==> config.mk <==
export PLATFORM = sky130hd
export DESIGN_NAME = lane_distributor
export DESIGN_NICKNAME = d
export VERILOG_FILES = /design/src/rtl/lane_distributor.sv
export SDC_FILE = /design/constraint.sdc
export NUM_CORES = 1
export LEC_CHECK = 0
export ABC_AREA = 1
export ABC_CLOCK_PERIOD_IN_PS = 2600
export BUFFER_PORTS_ARGS = -buffer_cell sky130_fd_sc_hd__buf_4
export CAP_MARGIN = 20
export CORE_MARGIN = 2
export CORE_UTILIZATION = 45
export DETAILED_ROUTE_END_ITERATION = 12
export PLACE_DENSITY = 0.76
export SLEW_MARGIN = 0
export SYNTH_ARGS = -nofsm -noshare
export SYNTH_HDL_FRONTEND = slang
export SYNTH_SLANG_ARGS = --single-unit
export TNS_END_PERCENT = 30
==> constraint.sdc <==
create_clock -name clk -period 2.6 [get_ports clk]
set_input_delay 0.13 -clock clk [delete_from_list [all_inputs] [get_ports clk]]
set_output_delay 0.13 -clock clk [all_outputs]
set_load 0.02 [all_outputs]
==> src/rtl/lane_distributor.sv <==
module lane_distributor #(
  parameter int DATA_W = 32,
  parameter int LANES  = 8
) (
  input  logic              clk,
  input  logic              rst_n,
  input  logic              in_valid,
  input  logic [DATA_W-1:0] in_data,
  output logic              in_ready,
  input  logic [LANES-1:0]  lane_mask,
  input  logic [LANES-1:0]  lane_busy,
  output logic [LANES-1:0]  lane_new,
  input  logic [LANES-1:0]  lane_ack,
  output logic [DATA_W-1:0] bus_data
);
  localparam int LW = (LANES > 1) ? $clog2(LANES) : 1;

  logic              sending;
  logic [LW-1:0]     ptr, sel, pick;
  logic [DATA_W-1:0] word;
  logic              found;
  logic [LANES-1:0]  usable;

  assign usable = lane_mask & ~lane_busy;

  always_comb begin
    int idx;
    found = 1'b0;
    pick  = ptr;
    for (int i = 0; i < LANES; i++) begin
      idx = int'(ptr) + i;
      if (idx >= LANES) idx = idx - LANES;
      if (!found && usable[idx]) begin
        found = 1'b1;
        pick  = LW'(idx);
      end
    end
  end

  assign in_ready = !sending && found;

  always_ff @(posedge clk) begin
    if (!rst_n) begin
      sending <= 1'b0;
      ptr     <= '0;
      sel     <= '0;
      word    <= '0;
    end else if (!sending) begin
      if (in_valid && in_ready) begin
        sending <= 1'b1;
        sel     <= pick;
        word    <= in_data;
        ptr     <= (pick == LW'(LANES - 1)) ? '0 : pick + 1'b1;
      end
    end else if (lane_ack[sel]) begin
      sending <= 1'b0;
      word    <= '0;
    end
  end

  assign bus_data = sending ? word : '0;
  assign lane_new = sending ? (LANES'(1) << sel) : '0;
endmodule

* Yosys cells after proc, flatten, opt, wreduce, memory -nomap -nowiden
Index checks and enable logic that the tools add are counted.
** Cells by class
- Multiplexer cells :: 59
- Bitwise logic cells :: 3
- Eq/ne operators :: 2
- Shift operators :: 1
- Add/sub/neg operators :: 16
- Reduce and logical (&&, ||, !) cells :: 20
- $lt $le $gt $ge :: 17
** Operators with widths (number)
- $mux W32 :: 12
- $lt A32 B5 Y1 const B :: 8
- $sub A4 B4 Y5 const B :: 7
- $ge A4 B4 Y1 const B :: 7
- $mux W1 :: 28
- $bmux W1 S3 :: 9
- $mux W3 :: 9
- $add A3 B3 Y4 const B :: 4
- $logic_and A1 B1 Y1 :: 9
- $add A3 B2 Y4 const B :: 2
- $and A8 B8 Y8 :: 1
- $logic_not A1 Y1 :: 8
- $mux W8 :: 1
- $not A8 Y8 :: 1
- $shl A1 B3 Y8 const A :: 1
- $sub A3 B4 Y5 const B :: 1
- $add A3 B1 Y4 const B :: 1
- $ge A3 B4 Y1 const B :: 1
- $lt A3 B4 Y1 const B :: 1
- $reduce_and A2 Y1 :: 2
- $add A3 B1 Y3 const B :: 1
- $eq A3 B3 Y1 const B :: 1
- $ne A2 B1 Y1 const B :: 1
- $reduce_bool A2 Y1 :: 1
- $not A1 Y1 :: 1
** Word-level totals
- Logic and storage cells :: 122
- Register bits after elaboration :: 39
- Input port bits :: 59
- Output and inout port bits :: 41

* Depth between registers and ports, before layout
Gate-level depths: netlist of run 1.
- Depth in word-level cells :: 31
- Mapped depth :: 26
- Gate-level depth less buffers :: 25

* Least setup slack after synthesis of run 1
OpenSTA, ideal clock, no wires.
- Path type :: register to register
- Start point :: reg ptr[0]
- End point :: reg ptr[1]
- Data required time :: 2.480 ns
- Stages on the path, launching flop included :: 23
- Period minus slack after synthesis :: 2.839 ns
- Setup slack :: -0.239 ns
- Buffers on the path :: 1
- Data arrival time :: 2.719 ns
- Library setup time :: 0.120 ns
- Path through :: dfxtp_1 inv_2 buf_6 ha_1 inv_1 nand3_1 nand2_1 nand2_1 nand2_2 nand2_4 nor2_8 nand2_2 nor2_4 nand2_2 nor3_2 inv_1 o21ai_0 inv_1 nand2_1 nand2_1 ha_1 o21ai_1 a21oi_1
** Between the ends
- Elaborated cells on any way between the ends :: 91
- Classes of those cells :: 16 x add/sub; 8 x order compare; 1 x eq/ne; 49 x mux; 17 x reduce/logical
** RTL lines
- start, declared :: RTL line 19 : logic [LW-1:0] ptr, sel, pick;
- start signal, assigned :: RTL line 53 : ptr <= (pick == LW'(LANES - 1)) ? '0 : pick + 1'b1;
- branches (longest 26 deep; another with $sub A4 B4 Y5)
- $mux W3 * :: RTL line 33 : if (!found && usable[idx]) begin
- via pick[1] :: RTL line 19
- $add A3 B1 Y3 or $eq A3 B3 Y1 (tied branches) :: RTL line 53
- $mux W3 * :: RTL line 53
Mark *: on every way through the listed nets, which the timed path passes. The select of a mux whose other input is x is not followed.
A chain may end at the register's enable or synchronous reset.

* Worst setup path after layout of run 1
- Start point :: reg ptr[1]
- End point :: reg ptr[2]
Same word-level chain as after synthesis.

==> impl_metrics.py, run 1 <==
metrics = {
    "outcome": {
        "status": "finished with violations",
        "violations": "setup timing",
    },
    "power": {
        "p_total_w": 0.00490,
        "leakage_nw": 2.11,
        "ir_drop_uv": 972,
        "powerDensity_nw_per_um2": 1220,
    },
    "finish": {
        "area_growth_pct": 43.3,
        "nFillCells": 506,
        "drive_gt1_frac": 0.459,
        "nets": 606,
        "multi_input_area_sq_um": 1780,
        "insertedDiodeCount": 0,
        "register_area_sq_um": 786,
    },
    "floorplanning": {
        "coreArea_sq_um": 5990,
        "dieArea_sq_um": 6890,
        "rows": 28,
        "die_h_microns": 83.0,
        "start_util": 0.469,
        "pin_count": 100,
        "dieWidth_microns": 83.0,
    },
    "global_routing": {
        "grt_use_total": 0.208,
        "grt_overflow": 0,
        "grt_max_degree": 36,
        "grt_pass1_wl_microns": 12200,
        "antenna_found_initial": 0,
        "first_global_vias": 2786,
    },
    "timing": {
        "worst_slack_ns": -0.0699,
        "tightest_slew_ns": 0.544,
        "period_needed_ns": 2.67,
        "worst_slew_margin_rel": 0.637,
        "final_max_slew_viol_count": 0,
        "fmax_ghz": 0.375,
        "hold_violations": 0,
        "period_share": 1.03,
        "finalSetupTns_ns": -0.125,
        "rsz0062_at_grt": "true",
        "finalClockSkew_ns": 0.00706,
        "setup_viol": 3,
    },
    "clock_tree": {
        "holdBufCountCts": 0,
        "clk_pin_slew_ns": 0.07,
        "clockBufferDepth": 2,
        "clk_latency_ns": 0.29,
        "cts_tree": "done",
        "ctsHtreeMaxLevel": 2,
        "cts_inserted_buffers": 5,
        "cts_sinks": 39,
        "cts_root_buf": "clkbuf_8",
    },
    "yosys": {
        "synth_ff_type": "dfxtp_1",
        "muxShareOfSynthArea": 0,
        "synth_top_family_by_area": "simple AND/OR/NAND/NOR gates",
        "synth_top_cells_by_count": "125 x nand2_1, 62 x inv_1, 48 x nand3_1",
        "ys_seq_elements": 39,
        "yosysMostFrequentCell": "nand2_1",
        "synth_top_area_frac": 0.278,
        "synth_xor_area_frac": 0.00935,
        "synth_top_cell_by_area": "dfxtp_1",
        "syn_area_sq_um": 2810,
        "synth-simple-area-share": 0.416,
        "synth-edff-count": 0,
        "ys_seq_area_frac": 0.278,
        "synth_nets": 491,
        "syn_inst": 429,
        "avgSynthCellArea_sq_um": 6.55,
        "ys_top_cells_by_area": "dfxtp_1 28%, nand2_1 17%, a21oi_2 9.4%",
        "ys_types": 30,
        "yosys.area_share.adder": 0.0134,
        "synth_compound_area_frac": 0.140,
        "yosysWarnings": 0,
        "synthArstFlopShare": 0,
    },
    "drt": {
        "vias": 3071,
        "drtPass1Iterations": 4,
        "wl_per_cell_microns": 12.6,
        "first_iter_violations": 136,
        "drc": 0,
        "via_per_inst": 4.95,
        "routed_wl_microns": 7790,
        "antenna_left": 0,
    },
    "critical_path": {
        "end_kind": "register",
        "required_ns": 2.84,
        "timing.critical_path.mode_cell": "nand2_2",
        "start_kind": "register",
        "cp_max_fo": 7,
        "cp.arrival_ns": 2.91,
        "crit_family": "simple AND/OR/NAND/NOR gates",
        "crit_chain": "inv_2 > ha_4 > inv_6 > nand3_4 > nand2_2 > nand2_2 > nand2_2 > nand2_4 > nor2_8 > nand2_4 > nor2_4 > nand2_4 > nor3_4 > inv_2 > o21ai_1 > inv_1 > nand2_2 > nand2_2 > ha_4 > inv_2 > nand2_2 > nand3_2 > nand2_1 > inv_1",
        "crit_buf_inv": 6,
        "r2r_slack_ns": -0.07,
        "slowest_delay_ns": 0.35,
        "crit_path_top_delay_cell": "dfxtp_2",
        "path_class": "reg -> reg",
    },
    "run": {
        "cap_violations": 0,
    },
    "placed_design": {
        "dp_hpwl_microns": 5520,
        "gp_congestion": 0.915,
        "port_buffers": 99,
    },
    "worst_hold_path": {
        "hp-class": "in -> reg",
    },
}
report_power, final:
part	leakage [nW]	switching (W)	internal [W]	total (W)
logic	1.74	0.00219	0.00146	0.00365
registers	0.322	0.000127	0.000727	0.000854
clock network	0.0412	0.000210	0.000187	0.000397
per-stage QoR:
| step | instance area, sq um | cells | setup WS (ns) | hold slack [ns] | utilization |
|---|---|---|---|---|---|
| 2_1_floorplan | 2830 | 429 | 0.0108 | 0.269 | - |
| 3_5_place_dp | 3660 | 601 | -0.0277 | 0.406 | 0.611 |
| 6_report | 4020 | 620 | -0.0699 | 0.0929 | 0.672 |
| 4_1_cts | 3780 | 611 | 0.000865 | 0.0970 | 0.631 |
| 5_1_grt | 4020 | 620 | -0.241 | 0.0852 | 0.672 |
| 3_3_place_gp | 3660 | 601 | 0.0559 | 0.402 | 0.611 |
state kept, by name, summed over array words and instances, names as in the netlist:
register and count:
sel 3, ptr 3, sending 1, word 32
final timing paths:
| kind | cells after the start | end | from |
|---|---|---|---|
| worst min-delay path | 3 | ptr[1] | rst_n |
| worst min register to register | 2 | word[5] | word[5] |
| worst max register to register | 24 | ptr[2] | ptr[1] |
| worst max-delay path | 24 | ptr[2] | ptr[1] |
cell usage in the layout, fill, tap and decap left out, types with 7 or more instances in the layout:
master   Yosys  routed
a21oi_1     11      10
nor2_1      18      17
nand2_1    125     115
inv_2        5       7
nand3_2      9      11
nand3_1     48      42
o21ai_1      5       7
buf_4        2     119
nand2_2     36      44
dfxtp_1     39      37
inv_1       62      58
a21oi_2     30      31
kinds of logic (layout without fill, tap and decap cells):
| family | count (synthesis) | count (layout) |
|---|---|---|
| compound gates | 54 | 54 |
| xor+xnor | 3 | 3 |
| fa+ha+maj | 3 | 3 |
| buf+inv | 87 | 203 |
| flops | 39 | 39 |
| simple gates | 243 | 243 |
area by class of cell:
type,count,area share
Clock inverter,2,0.00311
Inverter,69,0.0684
Timing Repair Buffer,126,0.251
Tap cell,75,0.0233
Clock buffer,6,0.0180
Sequential cell,39,0.195
Multi-Input combinational cell,303,0.441
what timing repair did:
| action | in CTS | in global routing |
|---|---|---|
| setup endpoints to repair | 2 | 37 |
| resized for setup | 7 | 39 |
| pin swaps | 1 | 17 |
| buffers inserted | 2 | 7 |
| cloned | 0 | 2 |
layer usage:
| layer | wire length (microns) | global-route usage |
|---|---|---|
| met5 | 0 | 0 |
| met4 | 101 | 0.0492 |
| met3 | 609 | 0.0507 |
| met2 | 3790 | 0.345 |
| met1 | 3290 | 0.273 |
worst reg2reg max path: stages, from the launching register on:
cell and delay (ns):
dfxtp_2 0.35, inv_2 0.06, ha_4 0.29, inv_6 0.10, nand3_4 0.07, nand2_2 0.09, nand2_2 0.05, nand2_2 0.09
nand2_4 0.07, nor2_8 0.12, nand2_4 0.06, nor2_4 0.12, nand2_4 0.09, nor3_4 0.24, inv_2 0.06, o21ai_1 0.08
inv_1 0.06, nand2_2 0.07, nand2_2 0.07, ha_4 0.17, inv_2 0.06, nand2_2 0.06, nand3_2 0.08, nand2_1 0.06
inv_1 0.05
Power figures use the tool's default switching activity.
==> run 2, diff against run 1 <==
--- a/config.mk
+++ b/config.mk
@@ -11,6 +11,7 @@
 export CAP_MARGIN = 20
 export CORE_MARGIN = 2
 export CORE_UTILIZATION = 45
+export CTS_BUF_LIST = sky130_fd_sc_hd__clkbuf_8
 export DETAILED_ROUTE_END_ITERATION = 12
 export PLACE_DENSITY = 0.76
 export SLEW_MARGIN = 0
==> run 2 against run 1 <==
The run still ends with setup timing left. Critical path depth stayed put. Via count is 0.39% lower. Sequential share of layout area stayed put. Fmax is 0.53% higher. Die area stayed put. First-iteration DRC count is 29% higher.
==> impl_metrics.py, run 2 (synthesized netlist as in run 1, its figures left out) <==
metrics = {
    "clock_tree": {
        "clk_latency_ns": 0.29,
        "cts_root_buf": "clkbuf_8",
        "clk_pin_slew_ns": 0.07,
        "ctsHtreeMaxLevel": 2,
        "cts_tree": "done",
        "cts_inserted_buffers": 5,
        "holdBufCountCts": 0,
        "cts_sinks": 39,
        "clockBufferDepth": 2,
    },
    "placed_design": {
        "place_ws_ns": -0.0277,
        "port_buffers": 99,
        "dpl_cell_area_sq_um": 3660,
        "dp_hpwl_microns": 5520,
        "gp_congestion": 0.915,
    },
    "power": {
        "p_total_w": 0.00489,
        "ir_drop_uv": 977,
        "leakage_nw": 2.11,
        "powerDensity_nw_per_um2": 1220,
    },
    "drt": {
        "first_iter_violations": 176,
        "wl_per_cell_microns": 12.5,
        "drc": 0,
        "antenna_left": 0,
        "via_per_inst": 4.93,
        "drtPass1Iterations": 5,
        "vias": 3059,
        "routed_wl_microns": 7780,
    },
    "critical_path": {
        "path_class": "reg -> reg",
        "end_kind": "register",
        "required_ns": 2.84,
        "start_kind": "register",
        "cp.arrival_ns": 2.89,
        "cp_max_fo": 7,
    },
    "timing": {
        "final_max_slew_viol_count": 0,
        "period_share": 1.02,
        "setup_viol": 3,
        "worst_slew_margin_rel": 0.637,
        "hold_violations": 0,
        "fmax_ghz": 0.377,
        "worst_slack_ns": -0.0559,
        "rsz0062_at_grt": "true",
        "tightest_slew_ns": 0.544,
        "period_needed_ns": 2.66,
        "finalClockSkew_ns": 0.00711,
    },
    "finish": {
        "regMostFlops": "word",
        "area_growth_pct": 43.3,
        "multi_input_area_sq_um": 1780,
        "final_common_cell": "buf_4",
        "insertedDiodeCount": 0,
        "nFillCells": 506,
        "layout_common_cells": "119 x buf_4, 115 x nand2_1, 59 x inv_1",
        "largest_reg_flops": 32,
        "register_area_sq_um": 786,
        "reg.largest.list": "word (32), ptr (3), sel (3)",
        "nets": 606,
        "drive_gt1_frac": 0.459,
        "design_area_sq_um": 4020,
    },
    "global_routing": {
        "first_global_vias": 2786,
        "antenna_found_initial": 0,
        "grt_max_degree": 36,
        "grt_overflow": 0,
        "grt_pass1_wl_microns": 12200,
        "grt_use_total": 0.208,
    },
    "floorplanning": {
        "die_h_microns": 83.0,
        "rows": 28,
        "dieArea_sq_um": 6890,
        "start_util": 0.469,
        "dieWidth_microns": 83.0,
        "pin_count": 100,
        "coreArea_sq_um": 5990,
    },
    "worst_hold_path": {
        "hp-class": "in -> reg",
    },
    "run": {
        "cap_violations": 0,
    },
    "outcome": {
        "status": "finished with violations",
        "violations": "setup timing",
    },
}
## run 2: changes by cell type in the layout (fill, tap and decap cells not counted), sizes merged
cell,delta
inv,+1
clkbuf,-1
## run 2: what timing repair did
action	in CTS	in global routing
gates cloned	0	2
pin swaps	1	17
setup endpoints to repair	2	37
setup buffers	2	7
resized for setup	7	39
## run 2: worst paths after layout
check	startpoint	cells past startpoint	slack [ns]	end
hold reg to reg	word[5]	2	0.46	word[5]
setup reg to reg	ptr[1]	24	-0.06	ptr[2]
hold / removal	rst_n	3	0.09	ptr[1]
setup / recovery	ptr[1]	24	-0.06	ptr[2]
## run 2: area by class of cell
cell class | count | area share
multi-input combinational | 303 | 0.441
timing repair buffer | 126 | 0.251
sequential | 39 | 0.195
inverter | 69 | 0.0684
tap | 75 | 0.0233
clock buffer | 5 | 0.0171
clock inverter | 3 | 0.00404
## run 2: routing by layer
layer | routed length [microns] | GRT usage | up-vias
met4 | 110 | 0.0492 | 0
met1 | 3280 | 0.273 | 1371
met3 | 600 | 0.0507 | 16
met5 | 0 | 0 | -
li1 | - | - | 1560
met2 | 3780 | 0.345 | 112
## run 2: where the power goes
group | switching [W] | internal (W) | total (W)
sequential | 0.000125 | 0.000727 | 0.000852
combinational | 0.00219 | 0.00146 | 0.00364
clock | 0.000210 | 0.000183 | 0.000393
total | 0.00252 | 0.00237 | 0.00489
## run 2: critical path, cell delays in order, from the launching register on
cell     delay [ns]
dfxtp_2        0.35
inv_2          0.06
ha_4           0.29
inv_6          0.09
nand3_4        0.07
nand2_2        0.09
nand2_2        0.05
nand2_2        0.09
nand2_4        0.07
nor2_8         0.12
nand2_4        0.06
nor2_4         0.12
nand2_4        0.09
nor3_4         0.23
inv_2          0.06
o21ai_1        0.07
inv_1          0.06
nand2_2        0.07
nand2_2        0.07
ha_4           0.17
inv_2          0.05
nand2_2        0.06
nand3_2        0.08
nand2_1        0.06
inv_1          0.05
## run 2: through the flow
step | utilization | setup TNS, ns | hold WS [ns] | instances
5_1_grt | 0.672 | -4.04 | 0.0852 | 620
3_3_place_gp | 0.611 | 0 | 0.402 | 601
2_1_floorplan | - | 0 | 0.269 | 429
3_5_place_dp | 0.611 | -0.0301 | 0.406 | 601
6_report | 0.672 | -0.0908 | 0.0948 | 620
4_1_cts | 0.631 | 0 | 0.0970 | 611
==> run 3, diff against run 2 <==
--- a/config.mk
+++ b/config.mk
@@ -6,7 +6,7 @@
 export NUM_CORES = 1
 export LEC_CHECK = 0
 export ABC_AREA = 1
-export ABC_CLOCK_PERIOD_IN_PS = 2600
+export ABC_CLOCK_PERIOD_IN_PS = 2150
 export BUFFER_PORTS_ARGS = -buffer_cell sky130_fd_sc_hd__buf_4
 export CAP_MARGIN = 20
 export CORE_MARGIN = 2
==> constraint.sdc (replaced) <==
create_clock -name clk -period 2.15 [get_ports clk]
set_input_delay 0.1075 -clock clk [delete_from_list [all_inputs] [get_ports clk]]
set_output_delay 0.1075 -clock clk [all_outputs]
set_load 0.02 [all_outputs]
==> run 3 against run 2 <==
The flow still finishes with violations (setup timing). Power up 39%. Combinational power up 46%. Sequential share of layout area down 1.3 points. Design area up 7.2%. Critical path depth down 6. Clock skew up 0.0032 ns. First-iteration DRC count down 31%. Register-to-register slack worse by 0.41 ns. Final cell count up 4.7%. Wire length up 7.1%. Sequential cell count unchanged.
==> impl_metrics.py, run 3 (synthesized netlist as in run 1, its figures left out) <==
metrics = {
    "outcome": {
        "status": "finished with violations",
        "violations": "setup timing",
    },
    "finish": {
        "final_common_cell": "buf_4",
        "register_area_sq_um": 786,
        "drive_gt1_frac": 0.507,
        "design_area_sq_um": 4320,
        "area_growth_pct": 53.6,
        "nets": 635,
        "insertedDiodeCount": 0,
        "largest_reg_flops": 32,
        "layout_common_cells": "146 x buf_4, 104 x nand2_1, 58 x inv_1",
        "reg.largest.list": "word (32), ptr (3), sel (3)",
        "nFillCells": 482,
        "multi_input_area_sq_um": 1800,
        "regMostFlops": "word",
    },
    "power": {
        "p_clk_frac": 0.071,
        "internal_power_w": 0.00354,
        "swShare": 0.479,
        "powerDensity_nw_per_um2": 1580,
        "power_frac_seq": 0.150,
        "ir_drop_uv": 1160,
        "pwr-share-comb": 0.779,
        "leakage_nw": 2.27,
        "p_total_w": 0.00680,
        "p_switching_w": 0.00326,
    },
    "global_routing": {
        "grt_overflow": 0,
        "grt_use_total": 0.222,
        "grt_pass1_wl_microns": 13000,
        "first_global_vias": 2917,
        "grt_max_degree": 36,
        "antenna_found_initial": 0,
    },
    "timing": {
        "tightest_slew_ns": 0.621,
        "whs_ns": 0.0676,
        "period_share": 1.21,
        "fmax_ghz": 0.383,
        "setup_viol": 40,
        "worst_slack_ns": -0.462,
        "period_needed_ns": 2.61,
        "finalSetupTns_ns": -15.47,
        "finalClockSkew_ns": 0.0104,
        "rsz0062_at_grt": "true",
        "hold_violations": 0,
        "worst_slew_margin_rel": 0.585,
        "final_max_slew_viol_count": 0,
    },
    "clock_tree": {
        "cts_inserted_buffers": 5,
        "holdBufCountCts": 0,
        "clk_pin_slew_ns": 0.08,
        "clockBufferDepth": 2,
        "clk_latency_ns": 0.29,
        "cts_root_buf": "clkbuf_8",
        "ctsHtreeMaxLevel": 2,
        "cts_tree": "done",
        "cts_sinks": 39,
    },
    "critical_path": {
        "cp.arrival_ns": 2.79,
        "crit_path_top_delay_cell": "xnor2_1",
        "reg2reg_depth": 18,
        "crit_chain": "buf_4 > xnor2_1 > inv_2 > nand3_1 > nand2_2 > nor2_8 > nand2_4 > nor2_4 > nand2_4 > nor3_4 > inv_2 > o21ai_2 > inv_1 > nand2_2 > nand2_2 > ha_4 > o21ai_2 > a21oi_2",
        "timing.critical_path.mode_cell": "nand2_2",
        "path_class": "reg -> reg",
        "end_kind": "register",
        "required_ns": 2.32,
        "r2r-end": "ptr[1]",
        "slowest_delay_ns": 0.35,
        "cp_max_fo": 5,
        "start_kind": "register",
        "r2r_slack_ns": -0.46,
        "r2r_start": "ptr[1]",
    },
    "drt": {
        "drc": 0,
        "first_iter_violations": 122,
        "drtPass1Iterations": 4,
        "routed_wl_microns": 8320,
        "wl_per_cell_microns": 12.8,
        "via_per_inst": 4.88,
        "vias": 3165,
        "antenna_left": 0,
    },
    "worst_hold_path": {
        "min_path_cells": 3,
        "min_to": "word[14]",
        "hp-class": "in -> reg",
        "hold_start": "in_data[14]",
    },
    "floorplanning": {
        "pin_count": 100,
        "die_h_microns": 83.0,
        "rows": 28,
        "dieArea_sq_um": 6890,
        "coreArea_sq_um": 5990,
        "dieWidth_microns": 83.0,
        "start_util": 0.469,
    },
    "run": {
        "cap_violations": 0,
    },
    "placed_design": {
        "dp_hpwl_microns": 5800,
        "gp_congestion": 0.852,
        "dpl_cell_area_sq_um": 3920,
        "port_buffers": 99,
    },
}
[run 3: changes by cell type in the layout (fill, tap and decap cells not counted), sizes merged]
cell and change:
buf +28, bufinv +1, clkbuf +1, clkinv -1
[run 3: per-layer routing]
layer  vias up  wire [microns]  part of all wire  global-route usage
li1       1616               -                 -                   -
met1      1451            3600              0.43               0.291
met2        90            4170              0.50               0.379
met3         8             468             0.056              0.0417
met4         0              89             0.011              0.0522
met5         -               0                 0                   0
[run 3: worst max path at each step]
stage	startpoint	to	slack, ns	cells after the start
after floorplan	ptr[0]	ptr[1]	-0.38	22
after CTS	ptr[1]	ptr[1]	-0.33	21
final	ptr[1]	ptr[1]	-0.46	18
after global placement	ptr[0]	sel[1]	-0.31	20
after global routing	ptr[1]	ptr[1]	-0.63	18
after detailed placement	ptr[0]	ptr[1]	-0.35	21
[run 3: final cells by class]
| class | instances | area share |
|---|---|---|
| multi-input combinational | 303 | 0.416 |
| timing repair buffer | 155 | 0.293 |
| sequential | 39 | 0.182 |
| inverter | 69 | 0.0673 |
| tap | 75 | 0.0217 |
| clock buffer | 5 | 0.0159 |
| clock inverter | 3 | 0.00377 |
[run 3: power groups by stage]
| stage | clock network [W] | registers [W] | logic, W |
|---|---|---|---|
| 3_5_place_dp | 0 | 0.00102 | 0.00413 |
| 6_report | 0.000482 | 0.00102 | 0.00530 |
| 5_1_grt | 0.000526 | 0.00104 | 0.00572 |
| 4_1_cts | 0.000496 | 0.00101 | 0.00448 |
| 2_1_floorplan | 0 | 0.000980 | 0.00278 |
| 3_3_place_gp | 0 | 0.00102 | 0.00406 |
[run 3: per-stage QoR]
stage                     setup slack, ns  utilization  std cells
after floorplan                    -0.381            -        429
after global placement             -0.311        0.654        626
after detailed placement           -0.348        0.654        626
after CTS                          -0.330        0.683        638
after global routing               -0.627        0.720        649
final                              -0.462        0.720        649
[run 3: worst max-delay path: cells and delay by family (launching register included)]
family | cells | cell delay (ns)
AOI/OAI and AO/OA | 3 | 0.24
xor gates and xnor gates | 1 | 0.35
adders and majority gates | 1 | 0.23
buffers and inverters | 4 | 0.37
DFF | 1 | 0.34
and+or+nand+nor | 9 | 0.99
[run 3: repair_timing]
item	CTS	global route
setup buffers	4	8
resized for setup	16	25
gates cloned	0	3
pin swaps	13	10
setup endpoints to repair	40	40
